==> config.mk <==
export PLATFORM = sky130hd
export DESIGN_NAME = ctr_element
export DESIGN_NICKNAME = d
export VERILOG_FILES = /design/src/rtl/ctr_pkg.sv /design/src/rtl/ctr_rung_edge.sv /design/src/rtl/ctr_accum.sv /design/src/rtl/ctr_status.sv /design/src/rtl/ctr_element.sv
export SDC_FILE = /design/constraint.sdc
export NUM_CORES = 1
export LEC_CHECK = 0
export ABC_AREA = 1
export BUFFER_PORTS_ARGS = -buffer_cell sky130_fd_sc_hd__clkbuf_2
export CELL_PAD_IN_SITES_DETAIL_PLACEMENT = 0
export CELL_PAD_IN_SITES_GLOBAL_PLACEMENT = 1
export CORE_MARGIN = 2
export CORE_UTILIZATION = 39
export CTS_BUF_LIST = sky130_fd_sc_hd__clkbuf_8
export DETAILED_ROUTE_END_ITERATION = 12
export HOLD_SLACK_MARGIN = 0.12
export PLACE_DENSITY = 0.89
export SYNTH_ARGS = -nofsm -noshare
export SYNTH_HDL_FRONTEND = slang
export SYNTH_SLANG_ARGS = --single-unit
==> constraint.sdc <==
create_clock -name clk_i -period 3.65 [get_ports clk_i]
set_clock_uncertainty 0.1 [all_clocks]
set_input_delay 0.1825 -clock clk_i [delete_from_list [all_inputs] [get_ports clk_i]]
set_output_delay 0.1825 -clock clk_i [all_outputs]
set_load 0.01 [all_outputs]
==> src/rtl/ctr_pkg.sv <==
package ctr_pkg;
  localparam int unsigned NUM_RUNGS = 2;
  localparam int unsigned RUNG_UP   = 0;
  localparam int unsigned RUNG_DN   = 1;

  typedef enum logic [2:0] {
    OP_HOLD,
    OP_INC,
    OP_DEC,
    OP_LOAD,
    OP_CLR
  } acc_op_e;
endpackage

==> src/rtl/ctr_rung_edge.sv <==
module ctr_rung_edge #(
  parameter int unsigned N = 2
) (
  input  logic         clk_i,
  input  logic         rst_ni,
  input  logic         clr_i,
  input  logic [N-1:0] rung_i,
  output logic [N-1:0] rise_o,
  output logic [N-1:0] en_o
);
  for (genvar g = 0; g < N; g++) begin : g_rung
    logic hist_q;
    logic en_q;

    // history is not cleared by clr_i, so a held rung never recounts
    always_ff @(posedge clk_i or negedge rst_ni) begin
      if (!rst_ni) hist_q <= 1'b0;
      else         hist_q <= rung_i[g];
    end

    always_ff @(posedge clk_i or negedge rst_ni) begin
      if (!rst_ni)    en_q <= 1'b0;
      else if (clr_i) en_q <= 1'b0;
      else            en_q <= rung_i[g];
    end

    assign rise_o[g] = rung_i[g] & ~hist_q;
    assign en_o[g]   = en_q;

    // one count per transition
    assert_single_rise_R2: assert property (@(posedge clk_i) disable iff (!rst_ni)
      rise_o[g] |=> !rise_o[g]);

    assert_en_cleared_R5: assert property (@(posedge clk_i) disable iff (!rst_ni)
      clr_i |=> !en_o[g]);
  end
endmodule

==> src/rtl/ctr_accum.sv <==
module ctr_accum
  import ctr_pkg::*;
#(
  parameter int unsigned W = 16
) (
  input  logic         clk_i,
  input  logic         rst_ni,
  input  logic         clr_i,
  input  logic         ld_acc_i,
  input  logic [W-1:0] acc_d_i,
  input  logic         ld_pre_i,
  input  logic [W-1:0] pre_d_i,
  input  logic         inc_i,
  input  logic         dec_i,
  output logic [W-1:0] acc_o,
  output logic [W-1:0] pre_o,
  output logic [W-1:0] acc_nxt_o,
  output logic [W-1:0] pre_nxt_o,
  output logic         wrap_hi_o,
  output logic         wrap_lo_o
);
  localparam logic [W-1:0] ACC_MAX = {1'b0, {(W-1){1'b1}}};
  localparam logic [W-1:0] ACC_MIN = {1'b1, {(W-1){1'b0}}};
  localparam logic [W-1:0] ONE     = W'(1);

  acc_op_e      op;
  logic [W-1:0] acc_q, pre_q, acc_d, pre_d;

  always_comb begin
    if (clr_i)                op = OP_CLR;
    else if (ld_acc_i)        op = OP_LOAD;
    else if (inc_i && !dec_i) op = OP_INC;
    else if (dec_i && !inc_i) op = OP_DEC;
    else                      op = OP_HOLD;
  end

  always_comb begin
    unique case (op)
      OP_CLR:  acc_d = '0;
      OP_LOAD: acc_d = acc_d_i;
      OP_INC:  acc_d = acc_q + ONE;
      OP_DEC:  acc_d = acc_q - ONE;
      default: acc_d = acc_q;
    endcase
    pre_d = ld_pre_i ? pre_d_i : pre_q;
  end

  always_ff @(posedge clk_i or negedge rst_ni) begin
    if (!rst_ni) begin
      acc_q <= '0;
      pre_q <= '0;
    end else begin
      acc_q <= acc_d;
      pre_q <= pre_d;
    end
  end

  assign wrap_hi_o = (op == OP_INC) && (acc_q == ACC_MAX);
  assign wrap_lo_o = (op == OP_DEC) && (acc_q == ACC_MIN);
  assign acc_o     = acc_q;
  assign pre_o     = pre_q;
  assign acc_nxt_o = acc_d;
  assign pre_nxt_o = pre_d;

  assert_inc_R2: assert property (@(posedge clk_i) disable iff (!rst_ni)
    (!clr_i && !ld_acc_i && inc_i && !dec_i) |=> acc_q == W'($past(acc_q) + ONE));
  assert_dec_R3: assert property (@(posedge clk_i) disable iff (!rst_ni)
    (!clr_i && !ld_acc_i && dec_i && !inc_i) |=> acc_q == W'($past(acc_q) - ONE));
  assert_cancel_R4: assert property (@(posedge clk_i) disable iff (!rst_ni)
    (!clr_i && !ld_acc_i && inc_i && dec_i) |=> $stable(acc_q));
  assert_clear_R9: assert property (@(posedge clk_i) disable iff (!rst_ni)
    clr_i |=> (acc_q == '0) && $stable(pre_q));
  assert_load_R10: assert property (@(posedge clk_i) disable iff (!rst_ni)
    (!clr_i && ld_acc_i) |=> acc_q == $past(acc_d_i));
  assert_preset_R11: assert property (@(posedge clk_i) disable iff (!rst_ni)
    ld_pre_i |=> pre_q == $past(pre_d_i));
endmodule

==> src/rtl/ctr_status.sv <==
module ctr_status #(
  parameter int unsigned W = 16
) (
  input  logic         clk_i,
  input  logic         rst_ni,
  input  logic         clr_i,
  input  logic [W-1:0] acc_nxt_i,
  input  logic [W-1:0] pre_nxt_i,
  input  logic         wrap_hi_i,
  input  logic         wrap_lo_i,
  input  logic [W-1:0] acc_i,
  input  logic [W-1:0] pre_i,
  output logic         done_o,
  output logic         ovf_o,
  output logic         unf_o
);
  logic done_q, ovf_q, unf_q;

  always_ff @(posedge clk_i or negedge rst_ni) begin
    if (!rst_ni) begin
      done_q <= 1'b0;
      ovf_q  <= 1'b0;
      unf_q  <= 1'b0;
    end else if (clr_i) begin
      done_q <= 1'b0;
      ovf_q  <= 1'b0;
      unf_q  <= 1'b0;
    end else begin
      done_q <= $signed(acc_nxt_i) >= $signed(pre_nxt_i);
      ovf_q  <= ovf_q | wrap_hi_i;
      unf_q  <= unf_q | wrap_lo_i;
    end
  end

  assign done_o = done_q;
  assign ovf_o  = ovf_q;
  assign unf_o  = unf_q;

  logic past_ok_q;
  always_ff @(posedge clk_i or negedge rst_ni) begin
    if (!rst_ni) past_ok_q <= 1'b0;
    else         past_ok_q <= 1'b1;
  end

  assert_done_cmp_R8: assert property (@(posedge clk_i) disable iff (!rst_ni)
    (past_ok_q && !$past(clr_i)) |-> done_q == ($signed(acc_i) >= $signed(pre_i)));
  assert_ovf_sticky_R6: assert property (@(posedge clk_i) disable iff (!rst_ni)
    (ovf_q && !clr_i) |=> ovf_q);
  assert_ovf_set_R6: assert property (@(posedge clk_i) disable iff (!rst_ni)
    (wrap_hi_i && !clr_i) |=> ovf_q);
  assert_unf_sticky_R7: assert property (@(posedge clk_i) disable iff (!rst_ni)
    (unf_q && !clr_i) |=> unf_q);
  assert_flags_clr_R9: assert property (@(posedge clk_i) disable iff (!rst_ni)
    clr_i |=> !done_q && !ovf_q && !unf_q);
endmodule

==> src/rtl/ctr_element.sv <==
module ctr_element
  import ctr_pkg::*;
#(
  parameter int unsigned W = 16
) (
  input  logic         clk_i,
  input  logic         rst_ni,
  input  logic         clr_i,
  input  logic         up_rung_i,
  input  logic         dn_rung_i,
  input  logic         ld_acc_i,
  input  logic [W-1:0] acc_data_i,
  input  logic         ld_pre_i,
  input  logic [W-1:0] pre_data_i,
  output logic [W-1:0] acc_o,
  output logic [W-1:0] pre_o,
  output logic         cu_en_o,
  output logic         cd_en_o,
  output logic         done_o,
  output logic         ovf_o,
  output logic         unf_o
);
  logic [NUM_RUNGS-1:0] rung, rise, en;
  logic [W-1:0]         acc_nxt, pre_nxt;
  logic                 wrap_hi, wrap_lo;

  assign rung[RUNG_UP] = up_rung_i;
  assign rung[RUNG_DN] = dn_rung_i;

  ctr_rung_edge #(.N(NUM_RUNGS)) u_edge (
    .clk_i  (clk_i),
    .rst_ni (rst_ni),
    .clr_i  (clr_i),
    .rung_i (rung),
    .rise_o (rise),
    .en_o   (en)
  );

  ctr_accum #(.W(W)) u_accum (
    .clk_i     (clk_i),
    .rst_ni    (rst_ni),
    .clr_i     (clr_i),
    .ld_acc_i  (ld_acc_i),
    .acc_d_i   (acc_data_i),
    .ld_pre_i  (ld_pre_i),
    .pre_d_i   (pre_data_i),
    .inc_i     (rise[RUNG_UP]),
    .dec_i     (rise[RUNG_DN]),
    .acc_o     (acc_o),
    .pre_o     (pre_o),
    .acc_nxt_o (acc_nxt),
    .pre_nxt_o (pre_nxt),
    .wrap_hi_o (wrap_hi),
    .wrap_lo_o (wrap_lo)
  );

  ctr_status #(.W(W)) u_status (
    .clk_i     (clk_i),
    .rst_ni    (rst_ni),
    .clr_i     (clr_i),
    .acc_nxt_i (acc_nxt),
    .pre_nxt_i (pre_nxt),
    .wrap_hi_i (wrap_hi),
    .wrap_lo_i (wrap_lo),
    .acc_i     (acc_o),
    .pre_i     (pre_o),
    .done_o    (done_o),
    .ovf_o     (ovf_o),
    .unf_o     (unf_o)
  );

  assign cu_en_o = en[RUNG_UP];
  assign cd_en_o = en[RUNG_DN];

  assert_wrap_excl_R6: assert property (@(posedge clk_i) disable iff (!rst_ni)
    !(wrap_hi && wrap_lo));
endmodule

Word-level counts from Yosys, hierarchy flattened:

Index checks and enable logic that the tools add are counted.

* add/subtract/negate cells: 2
* order comparisons: 1
* equality and inequality tests: 6
* multiplexer cells: 11
* bitwise operators: 6
* reduce and logical (&&, ||, !) cells: 6

Operators by type and width (number)
* $pmux 16 s4: 1
* $add 16x1->16 const B: 1
* $eq 16x15->1 const B: 1
* $eq 16x16->1 const B: 1
* $ge 16x16->1: 1
* $mux 16: 1
* $sub 16x1->16 const B: 1
* $mux 3: 3
* $eq 3x2->1 const B: 2
* $mux 1: 5
* $logic_and 1x1->1: 4
* $eq 3x1->1 const B: 1
* $eq 3x3->1 const B: 1
* $and 1x1->1: 2
* $logic_not 1->1: 2
* $mux 2: 1
* $not 1->1: 2
* $or 1x1->1: 2

* register bits: 39
* input bits: 39
* output and inout port bits: 37
* logic and storage cells: 41

Longest topological paths before layout:

* word-level depth: 12
* depth in mapped cells: 25
* depth with buffers taken out: 25

Modules after synthesis:

A second synthesis with hierarchy kept.

* cell total of the unflattened synthesis: 428
* area, all modules: 3168.0 sq um

By module, submodules not included
* ctr_accum: instances 1, cells each 325, area an instance 2438.6 sq um, sequential area each 800.8 sq um
* ctr_status: instances 1, cells each 91, area an instance 591.8 sq um, sequential area each 75.1 sq um
* ctr_rung_edge: instances 1, cells each 12, area an instance 137.6 sq um, sequential area each 100.1 sq um

Worst setup path before layout:

Ideal clock, no wire load.

* kind: reg2reg
* start: register u_edge.g_rung[1].hist_q
* end: register u_status.done_q (netlist: u_status.done_o)
* setup time: 0.113 ns
* arrival: 3.028 ns
* required time: 3.437 ns
* path slack: 0.409 ns
* cell stages (with the launch flop): 22
* path buffers: 0
* period minus slack after synthesis: 3.241 ns
* cells stage by stage: dfrtp_1 -> nor2_1 -> nand3_2 -> inv_1 -> ha_1 -> or2_2 -> nand3_1 -> nand2_1 -> nand2_1 -> nand3_1 -> nand3_1 -> a21oi_1 -> ha_1 -> nand2_1 -> nor2_1 -> nand2_1 -> nor2_1 -> nand2_1 -> nand4_1 -> nand3_1 -> nand2_1 -> inv_1

* longest elaborated chain between the ends: 11

Ends and longest elaborated chain
* from (decl): RTL line ctr_rung_edge.sv:12 `logic hist_q;`
* from (signal assigned): RTL line ctr_rung_edge.sv:18 `else hist_q <= rung_i[g];`
* $not 1->1 (*): RTL line ctr_rung_edge.sv:27 `assign rise_o[g] = rung_i[g] & ~hist_q;`
* $and 1x1->1 (*): RTL line ctr_rung_edge.sv:27
* $logic_and 1x1->1 or $logic_not 1->1 (tied branches): RTL line ctr_accum.sv:33, ctr_accum.sv:32
* $mux 2 or $logic_and 1x1->1 (tied branches): RTL line ctr_accum.sv:33, ctr_accum.sv:32
* $mux 3 (*): RTL line ctr_accum.sv:32 `else if (inc_i && !dec_i) op = OP_INC;`
* $mux 3 (*): RTL line ctr_accum.sv:31 `else if (ld_acc_i) op = OP_LOAD;`
* $mux 3 (*): RTL line ctr_accum.sv:30 `if (clr_i) op = OP_CLR;`
* $eq 3x2->1, or another cell as far along: RTL line ctr_accum.sv:38 `unique case (op)`
* $pmux 16 s4 (*): RTL line ctr_accum.sv:38
* named net acc_nxt[15]: RTL line ctr_element.sv:24 `logic [W-1:0] acc_nxt, pre_nxt;`
* $ge 16x16->1 (*): RTL line ctr_status.sv:29 `done_q <= $signed(acc_nxt_i) >= $signed(pre_nxt_i);`
* $mux 1 (*): RTL line ctr_status.sv:24 `end else if (clr_i) begin`
* to (signal assigned): RTL line ctr_status.sv:29
* to (decl): RTL line ctr_status.sv:17 `logic done_q, ovf_q, unf_q;`

The timed path passes the listed nets; every way through them passes the cells marked *.

Worst setup path in the final report:

Same ends and word-level chain as after synthesis.

==> summary.md <==
After synthesis, the most frequently instantiated cells are nand2_1 (144), inv_1 (98), dfrtp_1 (39). The tools report the net count after synthesis as 527. The launching element type of the critical path was a flop. The congestion estimate from routability-driven global placement came to 0.901.

Buffers placed on the I/O ports in this run total 75. The most frequent cell on the critical path is nand2_1. After detailed routing, the total wire length is 8490 microns.

Final worst-path cycle share: 0.927. Counting distinct cell types in the post-synthesis netlist gives 33. Setup violations remaining at the end of the flow were counted as 0. For this block, the initial DRC count from the detailed router was 134. The top cell type's share of synthesized area is 0.317. Initial antenna violation count: 0. The first detailed-routing pass took 4 iterations. Wire length per cell after detailed routing: 13.0 microns.

Dividing the synthesized area by the synthesized cell count gives 6.73 sq um. The run gives 0.400 as the starting utilization of the core area. Source-to-sink clock delay at the later pin of the worst-skew pair: 0.29 ns. STA classifies the critical path endpoint as a flop. Adder and majority cell fraction of the synthesized area: 0.129. TritonCTS built the clock tree.

The tools report the tightest slew margin relative to the limit as 0.351. The number of hold violations in the final report was 0; the via count of the first global-routing pass was 3069. The share of synthesized flip-flops with an asynchronous set or reset is 1.00, and the largest net degree at the start of global routing is 40. Max-slew violation count: 0.

Traced cell by cell, the critical path runs through nor2_2 > nand3_2 > inv_2 > buf_4 > ha_1 > nand2_1 > inv_1 > a21oi_1 > nand2_1 > nand2_1 > nand3_1 > nand3_1 > a21oi_2 > ha_1 > nand2_1 > nor2_4 > nand2_1 > nor2_1 > nand2_1 > nand4_1 > nand3_1 > nand2_1 > inv_1. The critical-path cell with the highest stage delay is dfrtp_1. The number of clock sinks seen by CTS is 39.

The most common flop cell mapped by yosys is dfrtp_1. The critical path contains buffers and inverters numbering 4 combined. For the total number of placement rows, the log shows 32. The synthesized design contains 0 enable-type register cells. The combined area of all synthesized cells is 3070 sq um.

Data on the critical path is required at its endpoint by 3.73 ns. The tightest min-delay check is of the in -> reg type. The maximum count of clock buffers along a single path was 2; the total die area was 8610 sq um. In this run the static leakage power is 2.27 nW. Kind of cell with the highest combined delay on the critical path: simple AND/OR/NAND/NOR gates. For this run, the top clock speed supported by timing is 295 MHz. The count of mapped cells out of synthesis came out at 457. The repair_antennas step left the layout with diodes totalling 0. The remaining antenna violation count was 0; the number of maximum-capacitance constraint violations was 0.

The net count of the finished layout is 621. The clock-pin slew of the registers on the worst-case setup and hold paths works out to 0.08 ns. Yosys attributes the largest share of cell area to dfrtp_1 (32%), nand2_1 (18%), ha_1 (12%), inv_1 (12%), nand3_1 (4.1%). Using the TritonRoute via totals, the vias-per-cell ratio works out to 4.73.

Highest net fanout along the worst path: 6. The routed design could run at a clock period as short as 3.38 ns. The H-tree generated during clock tree synthesis spans 2 levels. From bottom edge to top edge, the die measures 92.8 microns. The power density relative to cell area is 297 nW/um^2.

In this run, synthesis produced a sequential element count of 39. In the post-synthesis netlist, the cell with the most instances is nand2_1. The flow ran to the end, and the final reports show no timing, DRC or antenna violations. For this run the aggregate overflow at the end of global routing stands at 0.

The core outline area was 7690 sq um. The synthesized design spends more area on one cell type than any other, namely dfrtp_1. The post-synthesis sequential area ratio was 0.317; the growth of design area from synthesis to finish was 26.1%. The mux share of post-synthesis cell area works out to 0.00366. During I/O placement, the number of pins put on the boundary was 76. IR analysis of the VDD net gives a maximum drop of 0.255 mV. Half-perimeter wire length after detailed placement: 6710 microns.

The total instance count after detailed placement was 630; the die boundary width was 92.8 microns. The worst setup path category was reg -> reg. The synthesized-area fraction occupied by ao, oa, aoi and oai cells came out at 0.0981. In the routed design, unresolved DRC markers number 0. CTS placed an instance of clkbuf_8 at the clock tree root. The simple-gate area share of the yosys netlist is 0.313.

Combinational family with the most area after synthesis: simple AND/OR/NAND/NOR gates. The logs give 5 for the number of buffers created by CTS and 3.47 ns for the arrival time of data at the critical path endpoint. The transition time at the pin with the least slew margin was 0.974 ns; the xor and xnor area share after synthesis was 0.00285.

The share of final-layout standard cells stronger than drive strength 1 came out at 0.210. Peak per-stage delay on the critical path: 0.37 ns. The final cell count without fillers is 654, and the count of vias placed by the detailed router is 3091.

The design draws 1.15 mW. The first global-routing pass estimated 14100 microns of wire. The aggregate global-route resource usage is 0.205, and the count of warnings emitted by yosys is 0.
-- cells in the final DEF (no fill, tap or decap), types with 2 or more instances in the layout --
master           n
inv_2            2
dlygate4sd3_1   15
nor4_1           3
o211ai_1         4
nor2_4           2
nand2_2          3
nor3_1           3
nand3b_1         2
nand2_1        142
inv_1           99
buf_4            3
nand3_2          2
dfrtp_1         39
a22oi_2          2
o21ai_0         18
nand4_1          9
a21oi_1         17
clkbuf_2        75
nor2_1          25
nor2_2           2
ha_1            27
clkbuf_8         5
or2_2            6
o221ai_1         2
ha_4             2
nand3_1         24
a21oi_2          5
-- sequential cells by signal, summed over array words and instances, names as in the netlist --
name and count:
u_accum.acc_o 16, u_accum.pre_o 16, u_edge.g_rung.en_q 2, u_edge.g_rung.hist_q 2, u_status.done_o 1, u_status.ovf_o 1, u_status.unf_o 1
-- worst min-delay path, stage by stage --
cell	delay (ns)
clkbuf_2	0.08
inv_1	0.04
nand2_1	0.03
o21ai_0	0.10
inv_1	0.05
-- metal layers --
metal | track usage | wire, microns
met5 | 0 | 0
met4 | 0.0797 | 245
met3 | 0.0244 | 418
met2 | 0.351 | 4200
met1 | 0.264 | 3630
-- path summary, 6_finish.rpt --
path	endpoint	slack (ns)	depth (start not counted)	from
setup / recovery	u_status.done_o	0.27	23	u_edge.g_rung[1].hist_q
hold / removal	u_accum.pre_o[15]	0.13	5	pre_data_i[15]
setup reg to reg	u_status.done_o	0.27	23	u_edge.g_rung[1].hist_q
hold reg to reg	u_status.ovf_o	0.40	2	u_status.ovf_o
max in group asynchronous	u_accum.pre_o[4]	2.36	2	rst_ni
min in group asynchronous	u_status.unf_o	0.48	2	rst_ni
-- cell families after synthesis --
group | after synthesis
xor gates and xnor gates | 1
AOI/OAI and AO/OA | 52
and+or+nand+nor | 226
muxes | 1
buffers and inverters | 107
DFF | 39
adders and majority gates | 31
-- area by class of cell --
cell class                 instances  area (sq um)
fill                             807          3810
multi-input combinational        311          1750
sequential                        39           976
timing repair buffer              94           559
inverter                         100           378
tap                              102           128
clock buffer                       5          68.8
clock inverter                     3          12.5
-- report_power, final --
group	leakage, nW	internal (mW)	total, mW	switching, mW
registers	0.476	0.470	0.509	0.0389
clock network	0.0505	0.129	0.279	0.150
logic	1.75	0.150	0.365	0.215
-- stage by stage --
stage	TNS, ns	hold WS (ns)	setup WS, ns	utilization	area [sq um]
detailed placement	0	0.224	0.0451	0.463	3560
global route	-0.0256	0.144	-0.0256	0.504	3880
CTS	0	0.123	0.0178	0.493	3790
floorplan	0	-0.213	0.409	-	3070
finish	0	0.129	0.265	0.504	3880
global placement	0	0.224	0.104	0.463	3560
-- timing repair --
action / CTS / global route
setup buffers: 0 / 1
hold endpoints to repair: 55 / 0
resized for setup: 0 / 20
hold buffers: 15 / 0
setup endpoints to repair: 0 / 1
(Power assumes the default switching activity.)
